File: src/rtl/cps_pkg.sv
package cps_pkg;

    typedef enum logic {
        POL_POS = 1'b0,
        POL_REV = 1'b1
    } pol_e;

    localparam logic [1:0] CHOP_FORCE_POS = 2'b10;
    localparam logic [1:0] CHOP_FORCE_REV = 2'b01;

    function automatic logic chop_is_forced(input logic [1:0] code);
        return (code == CHOP_FORCE_POS) || (code == CHOP_FORCE_REV);
    endfunction

endpackage

File: src/rtl/cps_slot_timer.sv
module cps_slot_timer #(
    parameter int NUM_SLOTS = 4,
    parameter int SLOT_W    = (NUM_SLOTS > 1) ? $clog2(NUM_SLOTS) : 1
) (
    input  logic              clk,
    input  logic              rst_n,
    input  logic              tick,
    output logic              active,
    output logic [SLOT_W-1:0] slot,
    output logic              cyc_start,
    output logic              cyc_end
);
    localparam logic [SLOT_W-1:0] LAST_SLOT = SLOT_W'(NUM_SLOTS - 1);

    typedef struct packed {
        logic              active;
        logic [SLOT_W-1:0] slot;
    } timer_t;

    timer_t st_d, st_q;

    assign cyc_start = tick && !st_q.active;
    assign cyc_end   = tick && st_q.active && (st_q.slot == LAST_SLOT);

    always_comb begin
        st_d = st_q;
        if (cyc_start) begin
            st_d.active = 1'b1;
            st_d.slot   = '0;
        end else if (cyc_end) begin
            st_d.active = 1'b0;
            st_d.slot   = '0;
        end else if (tick && st_q.active) begin
            st_d.slot = st_q.slot + 1'b1;
        end
    end

    always_ff @(posedge clk or negedge rst_n) begin
        if (!rst_n) st_q <= '0;
        else        st_q <= st_d;
    end

    assign active = st_q.active;
    assign slot   = st_q.slot;

    p_slot_range_r2: assert property (@(posedge clk) disable iff (!rst_n)
        slot <= LAST_SLOT);
    p_slot_step_r2: assert property (@(posedge clk) disable iff (!rst_n)
        (tick && active && slot != LAST_SLOT) |=> (active && slot == $past(slot) + 1'b1));
    p_end_idle_r2: assert property (@(posedge clk) disable iff (!rst_n)
        cyc_end |=> (!active && slot == '0));
    p_idle_holds_r2: assert property (@(posedge clk) disable iff (!rst_n)
        (!tick && !active) |=> !active);

endmodule

File: src/rtl/cps_interval_ctrl.sv
module cps_interval_ctrl #(
    parameter int CNT_W = 4
) (
    input  logic             clk,
    input  logic             rst_n,
    input  logic             cyc_start,
    input  logic             cyc_end,
    input  logic             alt_req,
    input  logic [CNT_W-1:0] cycles_per_int,
    output logic             take_alt,
    output logic             first_cycle,
    output logic             alt_active,
    output logic             xfer_busy
);
    localparam logic [CNT_W-1:0] ONE = CNT_W'(1);

    typedef struct packed {
        logic             pend;
        logic             alt;
        logic             xfer;
        logic             first;
        logic [CNT_W-1:0] idx;
        logic [CNT_W-1:0] n_lat;
    } ictl_t;

    ictl_t st_d, st_q;

    assign take_alt = cyc_start && st_q.pend;

    always_comb begin
        st_d = st_q;
        if (cyc_start) begin
            st_d.first = 1'b0;
            if (st_q.pend) begin
                st_d.alt  = 1'b1;
                st_d.pend = 1'b0;
            end else begin
                st_d.alt  = 1'b0;
                st_d.xfer = 1'b1;
                if (st_q.idx == ONE)
                    st_d.n_lat = (cycles_per_int == '0) ? ONE : cycles_per_int;
            end
        end else if (cyc_end) begin
            if (st_q.alt) begin
                st_d.alt = 1'b0;
            end else if (st_q.idx >= st_q.n_lat) begin
                st_d.idx   = ONE;
                st_d.xfer  = 1'b0;
                st_d.first = 1'b1;
            end else begin
                st_d.idx = st_q.idx + 1'b1;
            end
        end
        if (alt_req) st_d.pend = 1'b1;
    end

    always_ff @(posedge clk or negedge rst_n) begin
        if (!rst_n) begin
            st_q       <= '0;
            st_q.first <= 1'b1;
            st_q.idx   <= ONE;
            st_q.n_lat <= ONE;
        end else begin
            st_q <= st_d;
        end
    end

    assign first_cycle = st_q.first;
    assign alt_active  = st_q.alt;
    assign xfer_busy   = st_q.xfer;

    p_n_nonzero_r5: assert property (@(posedge clk) disable iff (!rst_n)
        st_q.n_lat != '0);
    p_idx_range_r4: assert property (@(posedge clk) disable iff (!rst_n)
        (st_q.idx >= ONE) && (st_q.idx <= st_q.n_lat));
    p_alt_start_xfer_r6: assert property (@(posedge clk) disable iff (!rst_n)
        take_alt |=> ($stable(xfer_busy) && alt_active));
    p_alt_end_xfer_r6: assert property (@(posedge clk) disable iff (!rst_n)
        (cyc_end && alt_active) |=> ($stable(xfer_busy) && !alt_active));
    p_reg_start_xfer_r4: assert property (@(posedge clk) disable iff (!rst_n)
        (cyc_start && !take_alt) |=> (xfer_busy && !alt_active));

endmodule

File: src/rtl/cps_polarity.sv
module cps_polarity
    import cps_pkg::*;
(
    input  logic       clk,
    input  logic       rst_n,
    input  logic       cyc_start,
    input  logic       take_alt,
    input  logic       first_cycle,
    input  logic [1:0] chop_en,
    output logic       pol
);
    typedef struct packed {
        pol_e pol;
        pol_e last_reg;
    } polst_t;

    polst_t st_d, st_q;
    logic   forced;
    pol_e   forced_pol;

    assign forced     = first_cycle && chop_is_forced(chop_en);
    assign forced_pol = (chop_en == CHOP_FORCE_REV) ? POL_REV : POL_POS;

    always_comb begin
        st_d = st_q;
        if (cyc_start) begin
            if (forced) begin
                st_d.pol = forced_pol;
                if (!take_alt) st_d.last_reg = forced_pol;
            end else if (take_alt) begin
                st_d.pol = POL_POS;
            end else begin
                st_d.pol      = (st_q.last_reg == POL_POS) ? POL_REV : POL_POS;
                st_d.last_reg = st_d.pol;
            end
        end
    end

    always_ff @(posedge clk or negedge rst_n) begin
        if (!rst_n) begin
            st_q.pol      <= POL_POS;
            st_q.last_reg <= POL_REV;
        end else begin
            st_q <= st_d;
        end
    end

    assign pol = st_q.pol;

    p_pol_hold_r9: assert property (@(posedge clk) disable iff (!rst_n)
        !cyc_start |=> $stable(pol));
    p_alt_auto_pos_r7: assert property (@(posedge clk) disable iff (!rst_n)
        (cyc_start && take_alt && !chop_is_forced(chop_en)) |=> (pol == POL_POS));
    p_force_pos_r8: assert property (@(posedge clk) disable iff (!rst_n)
        (cyc_start && first_cycle && chop_en == CHOP_FORCE_POS) |=> (pol == POL_POS));
    p_force_rev_r8: assert property (@(posedge clk) disable iff (!rst_n)
        (cyc_start && first_cycle && chop_en == CHOP_FORCE_REV) |=> (pol == POL_REV));

endmodule

File: src/rtl/chop_pol_mux_seq.sv
module chop_pol_mux_seq #(
    parameter int NUM_SLOTS = 4,
    parameter int CNT_W     = 4,
    parameter int SLOT_W    = (NUM_SLOTS > 1) ? $clog2(NUM_SLOTS) : 1
) (
    input  logic              clk,
    input  logic              rst_n,
    input  logic              tick,
    input  logic [CNT_W-1:0]  cycles_per_int,
    input  logic [1:0]        chop_en,
    input  logic              alt_req,
    output logic [SLOT_W-1:0] mux_slot,
    output logic              chop_pol,
    output logic              alt_active,
    output logic              cycle_busy,
    output logic              xfer_busy
);
    logic cyc_start, cyc_end, take_alt, first_cycle;

    cps_slot_timer #(.NUM_SLOTS(NUM_SLOTS), .SLOT_W(SLOT_W)) u_timer (
        .clk       (clk),
        .rst_n     (rst_n),
        .tick      (tick),
        .active    (cycle_busy),
        .slot      (mux_slot),
        .cyc_start (cyc_start),
        .cyc_end   (cyc_end)
    );

    cps_interval_ctrl #(.CNT_W(CNT_W)) u_ictl (
        .clk            (clk),
        .rst_n          (rst_n),
        .cyc_start      (cyc_start),
        .cyc_end        (cyc_end),
        .alt_req        (alt_req),
        .cycles_per_int (cycles_per_int),
        .take_alt       (take_alt),
        .first_cycle    (first_cycle),
        .alt_active     (alt_active),
        .xfer_busy      (xfer_busy)
    );

    cps_polarity u_pol (
        .clk         (clk),
        .rst_n       (rst_n),
        .cyc_start   (cyc_start),
        .take_alt    (take_alt),
        .first_cycle (first_cycle),
        .chop_en     (chop_en),
        .pol         (chop_pol)
    );

    p_xfer_fall_with_cycle_r4: assert property (@(posedge clk) disable iff (!rst_n)
        $fell(xfer_busy) |-> $fell(cycle_busy));
    p_alt_inside_cycle_r6: assert property (@(posedge clk) disable iff (!rst_n)
        alt_active |-> cycle_busy);

endmodule

File: config.mk
export PLATFORM = sky130hd
export DESIGN_NAME = chop_pol_mux_seq
export DESIGN_NICKNAME = d
export VERILOG_FILES = /design/src/rtl/cps_pkg.sv /design/src/rtl/cps_slot_timer.sv /design/src/rtl/cps_interval_ctrl.sv /design/src/rtl/cps_polarity.sv /design/src/rtl/chop_pol_mux_seq.sv
export SDC_FILE = /design/constraint.sdc
export NUM_CORES = 1
export LEC_CHECK = 0
export BUFFER_PORTS_ARGS = -buffer_cell sky130_fd_sc_hd__buf_4
export CAP_MARGIN = 20
export CORE_ASPECT_RATIO = 1.1
export CORE_MARGIN = 2
export CORE_UTILIZATION = 53
export DETAILED_ROUTE_END_ITERATION = 6
export PLACE_DENSITY = 0.76
export SLEW_MARGIN = 25
export SYNTH_ARGS = -nofsm -noshare
export SYNTH_HDL_FRONTEND = slang
export SYNTH_HIERARCHICAL = 1
export SYNTH_SLANG_ARGS = --single-unit
export TNS_END_PERCENT = 20
File: constraint.sdc
create_clock -name clk -period 1.86 [get_ports clk]
set_input_delay 0.093 -clock clk [delete_from_list [all_inputs] [get_ports clk]]
set_output_delay 0.093 -clock clk [all_outputs]
set_load 0.01 [all_outputs]
## After elaboration in Yosys (flattened, before gate mapping)

Cells that the tools add are included.

- Register bits after elaboration: 17
- Input bits: 10
- Output and inout bits: 6
- Word-level logic and storage cells: 60

- $add $sub $neg: 2
- Order comparisons: 1
- Equality and inequality tests: 6
- Mux-type cells: 20
- Bitwise operators: 4
- Reductions and logical operators: 17

Operators with widths:

| cell | number |
|---|---|
| $mux W1 | 10 |
| $reduce_and A3 Y1 | 3 |
| $mux W2 | 4 |
| $mux W4 | 2 |
| $mux W7 | 1 |
| $mux W3 | 2 |
| $mux W6 | 1 |
| $reduce_bool A2 Y1 | 3 |
| $logic_and A1 B1 Y1 | 5 |
| $add A4 B1 Y4 const B | 1 |
| $eq A2 B2 Y1 const B | 2 |
| $eq A4 B1 Y1 const B | 1 |
| $ge A4 B4 Y1 | 1 |
| $logic_not A4 Y1 | 1 |
| $not A1 Y1 | 4 |
| $reduce_and A4 Y1 | 1 |
| $reduce_bool A3 Y1 | 1 |
| $add A2 B1 Y2 const B | 1 |
| $eq A2 B1 Y1 const B | 1 |
| $ne A2 B1 Y1 const B | 1 |
| $ne A2 B2 Y1 const B | 1 |
| $reduce_and A2 Y1 | 1 |
| $logic_not A1 Y1 | 1 |
| $logic_or A1 B1 Y1 | 1 |

## Logic depth before layout (Yosys ltp)

- Depth after elaboration: 5
- Depth in mapped cells: 6
- Gate-level depth less buffers: 6

## Hierarchy

Netlist, hierarchy kept.

By module, submodules not included:

| module | instances | cells an instance | area each (um^2) | sequential area each (um^2) |
|---|---|---|---|---|
| cps_interval_ctrl | 1 | 65 | 630.6 | 304.0 |
| cps_slot_timer | 1 | 14 | 143.9 | 75.1 |
| cps_polarity | 1 | 11 | 131.4 | 51.3 |

## Worst setup path before layout

No wires, ideal clock.

- Path kind: reg-to-reg
- Start point: register u_timer.st_q, in the netlist u_timer/active
- End point: register, netlist name u_pol/pol
- Setup time: 0.126 ns
- Arrival: 1.456 ns
- Required time: 1.734 ns
- Setup slack: 0.278 ns
- Cell stages (with the launch flop): 6
- Path buffers: 0
- Clock period less this slack: 1.582 ns
- Cell sequence: dfrtp_1 nor2b_1 and2_1 nand2b_1 nor3_2 a311o_1

- Longest elaborated chain between the ends: 5

Ends and longest elaborated chain:

| item | line | source |
|---|---|---|
| from (decl) | cps_slot_timer.sv:20 | `timer_t st_d, st_q;` |
| from (signal assigned) | cps_slot_timer.sv:40 | `else st_q <= st_d;` |
| $logic_not A1 Y1 | cps_slot_timer.sv:22 | `assign cyc_start = tick && !st_q.active;` |
| $logic_and A1 B1 Y1 | cps_slot_timer.sv:22 |  |
| via cyc_start | chop_pol_mux_seq.sv:18 | `logic cyc_start, cyc_end, take_alt, first_cycle;` |
| $logic_and A1 B1 Y1 | cps_interval_ctrl.sv:28 | `assign take_alt = cyc_start && st_q.pend;` |
| via take_alt | chop_pol_mux_seq.sv:18 |  |
| $mux W1 | cps_polarity.sv:30 | `end else if (take_alt) begin` |
| $mux W2 | cps_polarity.sv:27 | `if (forced) begin` |

The timed path passes the listed nets, and every way through them passes these cells.
A chain may end at the register's enable or synchronous reset.

## Worst setup path in the final report

- Start point: register u_ictl/st_q[4] in the netlist's numbering
- End point: register u_ictl/st_q[6] in the netlist's numbering

- Longest elaborated chain between the ends: 2
- Elaborated cells on any way between the ends: 3
- Those cells by class: add/sub: 1; order compare: 1; mux: 1

Ends and longest elaborated chain:

| item | line | source |
|---|---|---|
| from (decl) | cps_interval_ctrl.sv:26 | `ictl_t st_d, st_q;` |
| from (signal assigned) | cps_interval_ctrl.sv:64 | `st_q <= st_d;` |
| $add A4 B1 Y4 / $ge A4 B4 Y1 (equally long branches) | cps_interval_ctrl.sv:51, cps_interval_ctrl.sv:46 |  |
| $mux W4 * | cps_interval_ctrl.sv:46 | `end else if (st_q.idx >= st_q.n_lat) begin` |

Every way passes the cells marked *; elsewhere a longest branch is shown, timed or not.

==> impl_metrics.tcl <==
set metrics [dict create \
    cp-start-kind "flop" \
    fin_skew_ns 0.00245 \
    clockBufferDepth 2 \
    dpl.hpwl_mm 1.23 \
    setup_violations 0 \
    powerDensity_mw_per_mm2 1230 \
    dpl-instance-area_mm2 0.00104 \
    grt_usage_pct 17.5 \
    cp-end-kind "flop" \
    ys_warn_count 6 \
    grt_max_degree 18 \
    final_layout_size_suffix_gt1_share_pct 27.9 \
    synth.avg_cell_area_um2 10.1 \
    cp_max_fo 5 \
    synth.distinct_cells 30 \
    synth_most_common_cell "dfrtp_1" \
    synth_seq_cells 17 \
    diodes 0 \
    synth_edf_count 0 \
    area_growth_pct 20.4 \
    synth_top_cell_by_area "dfrtp_1" \
    io_pins 16 \
    min_period_over_period_pct 95.3 \
    initial_core_util_pct 56.8 \
    rr_worst_depth 6 \
    syn_area_um2 906 \
    port_buffers 15 \
    drc 0 \
    synthTopCellsByCount "13 x dfrtp_1, 10 x inv_1, 8 x ha_1" \
    antenna_found_initial 0 \
    syn_nets 108 \
    power.share.sequential_pct 46.8 \
    grt_overflow 0 \
    design_power_total_mw 1.34 \
    dieArea_mm2 0.00206 \
    clk_pin_slew_ns 0.09 \
    hold_viol 0 \
    cts-buffers-inserted 3 \
    holdPathStages 3 \
    rows 15 \
    worstMarginPinSlew_ns 0.447 \
    routed_via_density 5.52 \
    p_sw_mw 0.456 \
    grt_pass1_wl_mm 2.59 \
    yosysTopAreaCellShare_pct 35.9 \
    drv_slew 0 \
    core_area_mm2 0.00160 \
    wire_per_inst_um 12.5 \
    syn_inst 90 \
    clock-sinks 17 \
    detail_route.wirelength_mm 1.60 \
    via_count 706 \
    crit_type "flop to flop" \
    drt_pass1_iterations 4 \
    cp.required_ns 2.03 \
    cp_data_arrival_time_ns 1.95 \
    synthTopCellsByArea "dfrtp_1 36%, dfstp_2 12%, ha_1 11%" \
    status "completed" \
    max-slew-margin-rel_pct 70.0 \
    synth_ff_type "dfrtp_1" \
    place_congestion 0.758 \
    cap_violations 0 \
    vdd_drop_max_uv 769 \
    worstSkewPairLatency_ns 0.28 \
    min_period_ns 1.77 \
    htree_levels 1 \
    max_freq_mhz 564 \
    yosysSeqAreaShare_pct 47.5 \
    internal_power_mw 0.882 \
    ys_async_sr_fraction_pct 100 \
    grt_pass1_vias 632 \
    p_sw_share_pct 34.1 \
    p_leak_nw 0.516 \
    whs_ns 0.0334 \
    die_w_um 43.4 \
    die-height_um 47.4 \
    combPwrFrac_pct 39.1 \
    ant_nets 0 \
    setup_tns_ns 0 \
    worstHoldPathType "input pin to flop" \
    pwr-share-clk_pct 14.1 \
    root_buffer "clkbuf_4" \
    cts_tree "yes" \
    drt_iter0_markers 14 \
    rsz0062_at_grt "no" \
    fin_nets 130 \
    cts_setup_buffers 0 \
    final_cell_area_mm2 0.00109 \
]
-- power by group through the flow --
stage | logic, mW | clock network, mW | registers [mW]
finish | 0.524 | 0.188 | 0.626
global route | 0.586 | 0.206 | 0.646
CTS | 0.530 | 0.195 | 0.627
detailed placement | 0.520 | 0 | 0.634
global placement | 0.501 | 0 | 0.627
floorplan | 0.287 | 0 | 0.650
-- cell type report --
class / instances / area (um^2)
clock buffer: 4 / 26.3
tap: 17 / 21.3
fill: 139 / 504
inverter: 10 / 37.5
multi-input combinational: 62 / 435
timing repair buffer: 18 / 140
sequential: 17 / 430
-- per-layer routing --
layer,GRT usage (%),routed length [um]
met1,20.9,708
met4,9.09,30
met5,0,0
met3,3.46,47
met2,30.4,811
-- logic make-up after synthesis --
| logic type | after synthesis | synth area share, % |
|---|---|---|
| simple gates | 33 | 20.9 |
| compound gates | 21 | 15.9 |
| fa+ha+maj | 8 | 11.1 |
| buf+inv | 11 | 4.70 |
| flops | 17 | 47.5 |
-- worst paths after layout --
path	from	endpoint	slack, ns
min	cycles_per_int[3]	u_ictl/st_q[3]	0.03
max in group asynchronous	rst_n	u_pol/st_q[0]	1.40
min in group asynchronous	rst_n	u_ictl/st_q[1]	0.20
max reg2reg	u_ictl/st_q[4]	u_ictl/st_q[6]	0.09
max	u_ictl/st_q[4]	u_ictl/st_q[6]	0.09
min reg2reg	u_ictl/first_cycle	u_ictl/first_cycle	0.48
-- critical path, cell delays in order, from the launching register on --
cell and delay [ns]:
dfstp_2 0.54, inv_1 0.04, ha_1 0.26, nor3b_1 0.04, o21ai_1 0.38, o21ai_0 0.19, a22o_1 0.21
-- layout by cell type, fill, tap and decap left out, types with 2 or more instances in the layout --
cell	Yosys	final
buf_4	0	16
dfrtp_1	13	13
inv_1	10	10
ha_1	8	8
nand2_1	7	7
nor2_1	7	7
o21ai_0	5	5
a21oi_1	4	4
dfstp_2	4	4
clkbuf_4	0	3
nor2b_1	4	3
dlygate4sd3_1	0	2
nor3_1	2	2
nor3b_1	2	2
o21ai_1	2	2
nand3_1	2	2
nor3_2	2	2
and3_1	2	2
nand2b_1	2	2
-- sequential cells by signal (all words and copies together), names as in the netlist --
register and flops:
u_ictl/st_q 9, u_ictl/alt_active 1, u_ictl/first_cycle 1, u_ictl/xfer_busy 1, u_timer/slot 2, u_timer/active 1, u_pol/st_q 1, u_pol/pol 1
-- per-stage QoR --
stage	cells	utilization (%)	worst slack [ns]
2_1_floorplan	90	-	0.278
3_3_place_gp	122	65.3	0.155
3_5_place_dp	122	65.3	0.111
4_1_cts	128	68.2	0.0976
5_1_grt	128	68.4	0.00242
6_report	128	68.4	0.0882
-- repair_timing --
item / CTS / global route
hold buffers: 2 / 0
endpoints found under the setup margin: 0 / 3
endpoints found under the hold margin: 18 / 0
gates resized for setup: 0 / 1
No activity file was read; power rests on OpenSTA's default activity.
